**config.mk**
```make
export PLATFORM = sky130hd
export DESIGN_NAME = pit_timer
export DESIGN_NICKNAME = d
export VERILOG_FILES = /design/src/rtl/pit_pkg.sv /design/src/rtl/pit_prescaler.sv /design/src/rtl/pit_counter.sv /design/src/rtl/pit_regs.sv /design/src/rtl/pit_timer.sv
export SDC_FILE = /design/constraint.sdc
export NUM_CORES = 1
export LEC_CHECK = 0
export ABC_AREA = 1
export ABC_CLOCK_PERIOD_IN_PS = 6450
export BUFFER_PORTS_ARGS = -buffer_cell sky130_fd_sc_hd__buf_2
export CORE_ASPECT_RATIO = 1.2
export CORE_MARGIN = 1.5
export CORE_UTILIZATION = 40
export DETAILED_ROUTE_END_ITERATION = 16
export GPL_ROUTABILITY_DRIVEN = 0
export GPL_TIMING_DRIVEN = 0
export HOLD_SLACK_MARGIN = 0.03
export SETUP_SLACK_MARGIN = 0.5
export SYNTH_ARGS = -nofsm -noshare
export SYNTH_HDL_FRONTEND = slang
export SYNTH_SLANG_ARGS = --single-unit
```
**constraint.sdc**
```tcl
create_clock -name clk -period 6.45 [get_ports clk]
set_input_delay 0 -clock clk [delete_from_list [all_inputs] [get_ports clk]]
set_output_delay 0 -clock clk [all_outputs]
set_load 0.01 [all_outputs]
```
**src/rtl/pit_pkg.sv**
```systemverilog
package pit_pkg;
   localparam int PRE_W   = 4;
   localparam int PRE_LSB = 8;

   localparam int B_DOZE = 6;
   localparam int B_DBG  = 5;
   localparam int B_OVW  = 4;
   localparam int B_PIF  = 3;
   localparam int B_PIE  = 2;
   localparam int B_RLD  = 1;
   localparam int B_EN   = 0;

   localparam int A_CTRL = 0;
   localparam int A_MOD  = 1;
   localparam int A_CNT  = 2;

   typedef struct packed {
      logic [PRE_W-1:0] pre;
      logic             doze;
      logic             dbg;
      logic             ovw;
      logic             pie;
      logic             rld;
      logic             en;
   } ctrl_t;
endpackage

```
**src/rtl/pit_prescaler.sv**
```systemverilog
module pit_prescaler #(
   parameter int PRE_W = 4,
   parameter int PSC_W = (1 << PRE_W) - 1
) (
   input  logic             clk,
   input  logic             rst_n,
   input  logic             en,
   input  logic             run,
   input  logic             clr,
   input  logic [PRE_W-1:0] pre,
   output logic             tick,
   output logic [PSC_W-1:0] cnt
);
   logic [PSC_W-1:0] limit;
   logic             active;

   if (PSC_W < 1) begin : g_bad_psc
      $error("pit_prescaler: PSC_W must be at least 1");
   end

   assign limit  = PSC_W'((32'd1 << pre) - 32'd1);
   assign active = en & run;
   assign tick   = active & (cnt == limit);

   always_ff @(posedge clk or negedge rst_n) begin
      if (!rst_n) begin
         cnt <= '0;
      end else if (clr) begin
         cnt <= '0;
      end else if (active) begin
         cnt <= tick ? '0 : cnt + 1'b1;
      end
   end
endmodule

```
**src/rtl/pit_counter.sv**
```systemverilog
module pit_counter #(
   parameter int CNT_W = 16
) (
   input  logic             clk,
   input  logic             rst_n,
   input  logic             tick,
   input  logic             load,
   input  logic [CNT_W-1:0] load_val,
   input  logic             rld,
   input  logic [CNT_W-1:0] modulus,
   output logic [CNT_W-1:0] count,
   output logic             wrap
);
   logic at_zero;

   assign at_zero = (count == '0);
   assign wrap    = tick & at_zero & ~load;

   always_ff @(posedge clk or negedge rst_n) begin
      if (!rst_n) begin
         count <= '1;
      end else if (load) begin
         count <= load_val;
      end else if (tick) begin
         if (at_zero) begin
            count <= rld ? modulus : '1;
         end else begin
            count <= count - 1'b1;
         end
      end
   end
endmodule

```
**src/rtl/pit_regs.sv**
```systemverilog
module pit_regs
   import pit_pkg::*;
#(
   parameter int CNT_W  = 16,
   parameter int DATA_W = 16,
   parameter int ADDR_W = 2
) (
   input  logic              clk,
   input  logic              rst_n,
   input  logic              sel,
   input  logic              wr,
   input  logic              priv,
   input  logic [ADDR_W-1:0] addr,
   input  logic [DATA_W-1:0] wdata,
   output logic [DATA_W-1:0] rdata,
   output logic              err,
   input  logic [CNT_W-1:0]  count,
   input  logic              wrap,
   output ctrl_t             ctrl,
   output logic              pif,
   output logic [CNT_W-1:0]  modulus,
   output logic              load,
   output logic              pre_chg
);
   logic              acc_ok;
   logic              wr_ctrl;
   logic              wr_mod;
   logic              clr_flag;
   logic [DATA_W-1:0] ctrl_rd;
   logic              unused_wdata;

   assign unused_wdata = ^wdata;

   assign acc_ok   = sel & priv;
   assign err      = sel & ~priv;
   assign wr_ctrl  = acc_ok & wr & (addr == ADDR_W'(A_CTRL));
   assign wr_mod   = acc_ok & wr & (addr == ADDR_W'(A_MOD));
   assign load     = wr_mod & ctrl.ovw;
   assign pre_chg  = wr_ctrl & (wdata[PRE_LSB +: PRE_W] != ctrl.pre);
   assign clr_flag = wr_ctrl & wdata[B_PIF];

   always_ff @(posedge clk or negedge rst_n) begin
      if (!rst_n) begin
         ctrl <= '0;
      end else if (wr_ctrl) begin
         ctrl.pre  <= wdata[PRE_LSB +: PRE_W];
         ctrl.doze <= wdata[B_DOZE];
         ctrl.dbg  <= wdata[B_DBG];
         ctrl.ovw  <= wdata[B_OVW];
         ctrl.pie  <= wdata[B_PIE];
         ctrl.rld  <= wdata[B_RLD];
         ctrl.en   <= wdata[B_EN];
      end
   end

   always_ff @(posedge clk or negedge rst_n) begin
      if (!rst_n) begin
         pif <= 1'b0;
      end else if (wrap) begin
         pif <= 1'b1;
      end else if (clr_flag) begin
         pif <= 1'b0;
      end
   end

   always_ff @(posedge clk or negedge rst_n) begin
      if (!rst_n) begin
         modulus <= '1;
      end else if (wr_mod) begin
         modulus <= wdata[CNT_W-1:0];
      end
   end

   always_comb begin
      ctrl_rd                      = '0;
      ctrl_rd[PRE_LSB +: PRE_W]    = ctrl.pre;
      ctrl_rd[B_DOZE]              = ctrl.doze;
      ctrl_rd[B_DBG]               = ctrl.dbg;
      ctrl_rd[B_OVW]               = ctrl.ovw;
      ctrl_rd[B_PIF]               = pif;
      ctrl_rd[B_PIE]               = ctrl.pie;
      ctrl_rd[B_RLD]               = ctrl.rld;
      ctrl_rd[B_EN]                = ctrl.en;
   end

   always_comb begin
      rdata = '0;
      if (acc_ok && !wr) begin
         if (addr == ADDR_W'(A_CTRL)) begin
            rdata = ctrl_rd;
         end else if (addr == ADDR_W'(A_MOD)) begin
            rdata = DATA_W'(modulus);
         end else if (addr == ADDR_W'(A_CNT)) begin
            rdata = DATA_W'(count);
         end
      end
   end
endmodule

```
**src/rtl/pit_timer.sv**
```systemverilog
module pit_timer
   import pit_pkg::*;
#(
   parameter int CNT_W       = 16,
   parameter int DATA_W      = 16,
   parameter int ADDR_W      = 2,
   parameter int FREEZE_SYNC = 0
) (
   input  logic              clk,
   input  logic              rst_n,
   input  logic              bus_sel,
   input  logic              bus_wr,
   input  logic              bus_priv,
   input  logic [ADDR_W-1:0] bus_addr,
   input  logic [DATA_W-1:0] bus_wdata,
   output logic [DATA_W-1:0] bus_rdata,
   output logic              bus_err,
   input  logic              doze_in,
   input  logic              halt_in,
   output logic              irq
);
   localparam int PSC_W = (1 << PRE_W) - 1;

   if (DATA_W < PRE_LSB + PRE_W) begin : g_bad_data
      $error("pit_timer: DATA_W too narrow for the control layout");
   end
   if (CNT_W < 2 || CNT_W > DATA_W) begin : g_bad_cnt
      $error("pit_timer: CNT_W must lie in 2..DATA_W");
   end
   if (ADDR_W < 2) begin : g_bad_addr
      $error("pit_timer: ADDR_W must be at least 2");
   end

   ctrl_t            ctrl;
   logic             pif;
   logic [CNT_W-1:0] modulus;
   logic [CNT_W-1:0] count;
   logic [PSC_W-1:0] presc;
   logic             load;
   logic             pre_chg;
   logic             tick;
   logic             wrap;
   logic             run;
   logic             doze_q;
   logic             halt_q;

   if (FREEZE_SYNC != 0) begin : g_sync
      logic [1:0] dz_pipe;
      logic [1:0] hl_pipe;
      always_ff @(posedge clk or negedge rst_n) begin
         if (!rst_n) begin
            dz_pipe <= '0;
            hl_pipe <= '0;
         end else begin
            dz_pipe <= {dz_pipe[0], doze_in};
            hl_pipe <= {hl_pipe[0], halt_in};
         end
      end
      assign doze_q = dz_pipe[1];
      assign halt_q = hl_pipe[1];
   end else begin : g_direct
      assign doze_q = doze_in;
      assign halt_q = halt_in;
   end

   assign run = ~(ctrl.doze & doze_q) & ~(ctrl.dbg & halt_q);
   assign irq = pif & ctrl.pie;

   pit_regs #(
      .CNT_W (CNT_W),
      .DATA_W(DATA_W),
      .ADDR_W(ADDR_W)
   ) u_regs (
      .clk    (clk),
      .rst_n  (rst_n),
      .sel    (bus_sel),
      .wr     (bus_wr),
      .priv   (bus_priv),
      .addr   (bus_addr),
      .wdata  (bus_wdata),
      .rdata  (bus_rdata),
      .err    (bus_err),
      .count  (count),
      .wrap   (wrap),
      .ctrl   (ctrl),
      .pif    (pif),
      .modulus(modulus),
      .load   (load),
      .pre_chg(pre_chg)
   );

   pit_prescaler #(
      .PRE_W(PRE_W),
      .PSC_W(PSC_W)
   ) u_presc (
      .clk  (clk),
      .rst_n(rst_n),
      .en   (ctrl.en),
      .run  (run),
      .clr  (pre_chg | load),
      .pre  (ctrl.pre),
      .tick (tick),
      .cnt  (presc)
   );

   pit_counter #(
      .CNT_W(CNT_W)
   ) u_cnt (
      .clk     (clk),
      .rst_n   (rst_n),
      .tick    (tick),
      .load    (load),
      .load_val(bus_wdata[CNT_W-1:0]),
      .rld     (ctrl.rld),
      .modulus (modulus),
      .count   (count),
      .wrap    (wrap)
   );
endmodule

```
Word-level counts from Yosys, hierarchy flattened --
Cells that the tools add are included.
Cells by class: muxes and demuxes 13, bitwise operators 21, div/mod/pow operators 0, add/subtract/negate cells 3, $mul 0, shifts and indexed selects 1, equality and inequality tests 4, magnitude comparators 0, reduce and logical (&&, ||, !) cells 7
Operators with widths (number):
- 16-bit two-way mux | 8
- 15-bit two-way mux | 3
- 1-bit bitwise AND | 16
- 16-bit zero test | 1
- 16-bit by 1-bit subtractor with 16-bit output, second input constant | 1
- 15-bit by 1-bit adder with 15-bit output, second input constant | 1
- 15-bit == test | 1
- 1-bit by 4-bit << shifter with 15-bit output, first input constant | 1
- 15-bit by 1-bit subtractor with 15-bit output, second input constant | 1
- 2-bit nonzero test | 3
- 4-bit != test | 1
- 1-bit inverter | 4
- 2-bit by 1-bit == test with 1-bit output, second input constant | 1
- 2-bit == test, second input constant | 1
- 2-bit zero test | 1
- 1-bit two-way mux | 2
- 1-bit logical AND | 1
- 1-bit zero test | 1
- 1-bit OR | 1
Word-level totals: RAM bits 0, latch bits 0, input port bits 25, bits in read-only memories 0, memories 0, output and inout port bits 18, bits in registers 58

Logic depth before layout (Yosys ltp) --
depth in word-level cells 8, gate-level depth with buffers 17, gate-level depth less buffers 15

Hierarchy --
Synthesis repeated with hierarchy kept, for this count alone.
Unflattened totals: cells, all modules 676, area total of the unflattened synthesis 4544.4 um^2
By module, submodules not included:
- pit_regs | cells an instance 227, instances 1, area an instance 1601.5 um^2
- pit_counter | cells an instance 234, instances 1, area an instance 1539.0 um^2
- pit_prescaler | cells an instance 208, instances 1, area an instance 1375.1 um^2
- pit_timer | cells an instance 7, instances 1, area an instance 28.8 um^2

Worst setup path after synthesis --
No wires, ideal clock.
path kind register to register, start point reg u_regs.ctrl[9] (netlist name), end point reg u_presc.cnt[6], setup time 118 ps, setup slack 4287 ps, buffers on the path 2, stages on the path, launching flop included 18, required time 6332 ps, clock period less this slack 2163 ps, arrival time 2045 ps, path through dfrtp_1 -> buf_6 -> nor2_8 -> nand2_1 -> ha_1 -> nand2_1 -> inv_1 -> nor2_1 -> nand2_1 -> nor2_1 -> nand2_1 -> nor2_1 -> nand2_1 -> nor2_1 -> nand3_1 -> buf_2 -> nand3_1 -> nand2_1
On the way: word-level cells in the longest chain between the ends 7, elaborated cells on any way between the ends 11, classes of those cells add/sub (1); eq/ne (2); shift (1); mux (3); bitwise (3); reduce/logical (1)
Ends and longest elaborated chain:
- 1-bit by 4-bit << shifter with 15-bit output | line pit_prescaler.sv:21 | assign limit = PSC_W'((32'd1 << pre) - 32'd1);
- 15-bit by 1-bit subtractor with 15-bit output | line pit_prescaler.sv:21
- 15-bit == test | line pit_prescaler.sv:23 | assign tick = active & (cnt == limit);
- 1-bit bitwise AND | line pit_prescaler.sv:23
- 15-bit two-way mux | line pit_prescaler.sv:31 | cnt <= tick ? '0 : cnt + 1'b1;
- 15-bit two-way mux | line pit_prescaler.sv:30 | end else if (active) begin
- 15-bit two-way mux | line pit_prescaler.sv:28 | end else if (clr) begin
- end signal, assigned | line pit_prescaler.sv:31
- end, declared | line pit_prescaler.sv:12 | output logic [PSC_W-1:0] cnt
Several ways; a longest one is shown, not always the timed one. The select of a mux whose other input is x is not followed. A chain may end at the register's enable or synchronous reset.

Worst setup path in the final report --
start point reg u_regs.ctrl[9] (netlist name), end point reg u_presc.cnt[6]
On the way: word-level cells in the longest chain between the ends 7, elaborated cells on any way between the ends 11, classes of those cells add/sub (1); eq/ne (2); shift (1); mux (3); bitwise (3); reduce/logical (1)
Ends and longest elaborated chain (line):
- 1-bit by 4-bit << shifter with 15-bit output | pit_prescaler.sv:21
- 15-bit by 1-bit subtractor with 15-bit output | pit_prescaler.sv:21
- 15-bit == test | pit_prescaler.sv:23
- 1-bit bitwise AND | pit_prescaler.sv:23
- 15-bit two-way mux | pit_prescaler.sv:31
- 15-bit two-way mux | pit_prescaler.sv:30
- 15-bit two-way mux | pit_prescaler.sv:28
Several ways; a longest one is shown, not always the timed one. The select of a mux whose other input is x is not followed.

==> flow_summary.yaml <==
run_status:
  status: "completed"
yosys:
  synth_cells: 745
  synth-compound-area-share_pct: 9.60
  synth_seq_cells: 58
  yosysWarnings: 0
  synthAdderAreaFrac_pct: 1.08
  syn_nets: 774
  synth_cell_types: 32
  postSynthAreaPerCell_um2: 6.24
  syn_area_um2: 4650
  yosys.area_share.simple_pct: 42.6
  ys_seq_area_share_pct: 32.1
  muxShareOfSynthArea_pct: 0
  synth_xor_area_share_pct: 3.20
  synth_top_family_by_area: "simple AND/OR/NAND/NOR gates"
layout:
  fin_util_pct: 49.2
  final_nets: 843
  syn_to_final_growth_pct: 18.5
  drive_gt1_share_pct: 16.6
  final_common_cell: "nand2_1"
  final_cell_mix: "nand2_1 (269), inv_1 (88), nand3_1 (83)"
  design_area_um2: 5510
  final_cells: 973
  diodes: 0
floorplanning:
  core_um2: 11200
  ios: 43
  die_y_um: 121
  rows: 42
  initial_core_util_pct: 41.5
  chipWidth_um: 101
  dieArea_um2: 12300
clock_network:
  cts_made_buffers: 9
  clock-root-buffer: "clkbuf_16"
  htree_num_levels: 3
  clockBufferDepth: 2
  cts.sinks: 58
  cts-resized-gates: 0
  clk_pin_slew_ns: 0.05
  cts_tree: "built"
  clock_latency_ns: 0.34
critical_path:
  cp.arrival_ns: 2.86
  worst_ep_required_time_ns: 6.67
  path_class: "reg -> reg"
  critPathLaunchType: "flop"
  critical_path.top_delay_family: "simple AND/OR/NAND/NOR gates"
  crit_slowest_cell: "dfrtp_1"
  worstPathMaxFanout: 10
  endpoint_kind: "flop"
  cp_cell_sequence: "buf_6 > nor2_8 > nand2_1 > ha_1 > nand2_1 > inv_1 > nor2_1 > nand2_1 > nor2_1 > nand2_1 > nor2_1 > nand2_1 > nor2_1 > nand3_1 > buf_2 > nand3_1 > nand2_1"
  critPathBufInv: 3
  cpMostUsedCell: "nand2_1"
  critPathMaxStageDelay_ns: 0.38
global_route:
  grt_antenna_before_repair: 0
  grt_start_max_net_pins: 59
  grt_usage_pct: 25.1
  use_met2_pct: 44.5
  grt_util_met3_pct: 3.69
  grt_pass1_vias: 4764
  grt_overflow: 0
  grt.busiest_layer: "met2"
  grt_pass1_wl_um: 23700
  globalRouteMet1Util_pct: 29.0
placed_design:
  place_area_um2: 5050
  hpwl_um: 11200
  placed_cells: 940
  io_buffer_count: 41
  dpl_worst_slack_ns: 3.84
timing:
  relSlewSlack_pct: 45.1
  slew_violations: 0
  setup_viol: 0
  period_needed_ns: 2.64
  fmax_ghz: 0.379
  worstMarginPinSlew_ns: 0.817
  fin_crit_sh_pct: 40.9
  rsz0062_at_grt: "no"
  fin_setup_tns_ns: 0
  finClkSkew_ns: 0.00889
  fin_ws_ns: 3.81
  hold_viol_final: 0
  hold_ws_ns: 0.229
power:
  p_leak_nw: 2.82
  vdd_drop_max_v: 0.000133
  p_per_area_nw_per_um2: 359
  finalPower_mw: 1.98
detailed_routing:
  post-route-drc-count: 0
  wire_per_inst_um: 14.8
  first_iter_violations: 193
  final_antenna_net_count: 0
  vias: 4948
  drt-pass1-iter-count: 4
  wl_um: 14400
  vias_per_cell: 5.09
flow_run:
  maxCapViolCount: 0
worst_hold_path:
  min_path_type: "in -> reg"
[tightest hold or removal path, cell delays in order]
cell and delay (ns):
buf_2 0.11, nand3_1 0.23, nor2_8 0.10, nand2_1 0.05, o21ai_0 0.06
[path summary, 6_finish.rpt]
| path | end | startpoint | cells after the start | slack (ns) |
|---|---|---|---|---|
| max | u_presc.cnt[6] | u_regs.ctrl[9] | 17 | 3.81 |
| min | u_regs.modulus[7] | bus_wr | 5 | 0.23 |
| max reg2reg | u_presc.cnt[6] | u_regs.ctrl[9] | 17 | 3.81 |
| min reg2reg | u_regs.modulus[1] | u_regs.modulus[1] | 2 | 0.48 |
| max in group asynchronous | u_presc.cnt[5] | rst_n | 2 | 5.65 |
| min in group asynchronous | u_regs.ctrl[1] | rst_n | 2 | 0.31 |
[logic make-up after synthesis]
group	Yosys count
compound gates	80
xor+xnor	17
fa+ha+maj	4
buf+inv	128
flops	58
simple gates	458
[Yosys cell counts]
master / count / share of area [%]
o21ai_0: 40 / 4.3
o22ai_1: 5 / 0.67
nor2_8: 2 / 0.86
nor4_1: 2 / 0.27
buf_2: 8 / 0.86
xor2_1: 11 / 2.1
o211ai_1: 11 / 1.8
o221ai_1: 2 / 0.38
buf_1: 1 / 0.081
nand3_4: 1 / 0.38
nor3_1: 6 / 0.65
inv_1: 88 / 7.1
o31ai_1: 2 / 0.32
clkbuf_1: 11 / 0.89
inv_4: 2 / 0.27
inv_2: 13 / 1.0
nor2_4: 3 / 0.73
nor2_2: 9 / 1.2
nor2_1: 68 / 5.5
nand4_1: 8 / 1.1
nand2_2: 3 / 0.40
buf_6: 5 / 1.2
nand2_1: 269 / 22
dfrtp_1: 26 / 14
o21ai_1: 4 / 0.43
dfstp_2: 32 / 18
nand2_4: 3 / 0.73
xnor2_1: 6 / 1.1
ha_1: 4 / 1.1
nand3b_1: 1 / 0.16
nand3_1: 83 / 8.9
a21oi_1: 16 / 1.7
[layer usage]
metal | up-vias | wire length (um)
li1 | 2491 | -
met1 | 2281 | 5840
met2 | 132 | 7370
met3 | 44 | 591
met4 | 0 | 596
met5 | - | 0
[flip-flops by register name, indices dropped and copies added (netlist names)]
name / count
u_presc.cnt: 15
u_regs.pif: 1
u_regs.ctrl: 10
u_regs.modulus: 16
u_cnt.count: 16
[repair_timing]
action                                 4_1_cts  5_1_grt
endpoints found under the hold margin       36       26
hold buffers                                16        1
buffers inserted                             0        0
[cell type report]
class | count | area, um2
Clock inverter | 5 | 56.3
Multi-Input combinational cell | 559 | 2630
Inverter | 103 | 392
Clock buffer | 11 | 233
Sequential cell | 58 | 1490
Tap cell | 154 | 193
Buffer | 25 | 141
Timing Repair Buffer | 58 | 378
Fill cell | 1212 | 5680
[where the power goes]
part / internal (mW) / switching, mW
logic: 0.315 / 0.562
registers: 0.514 / 0.114
clock network: 0.298 / 0.176
total: 1.13 / 0.851
Note: power is estimated with default switching activity, not from simulation.
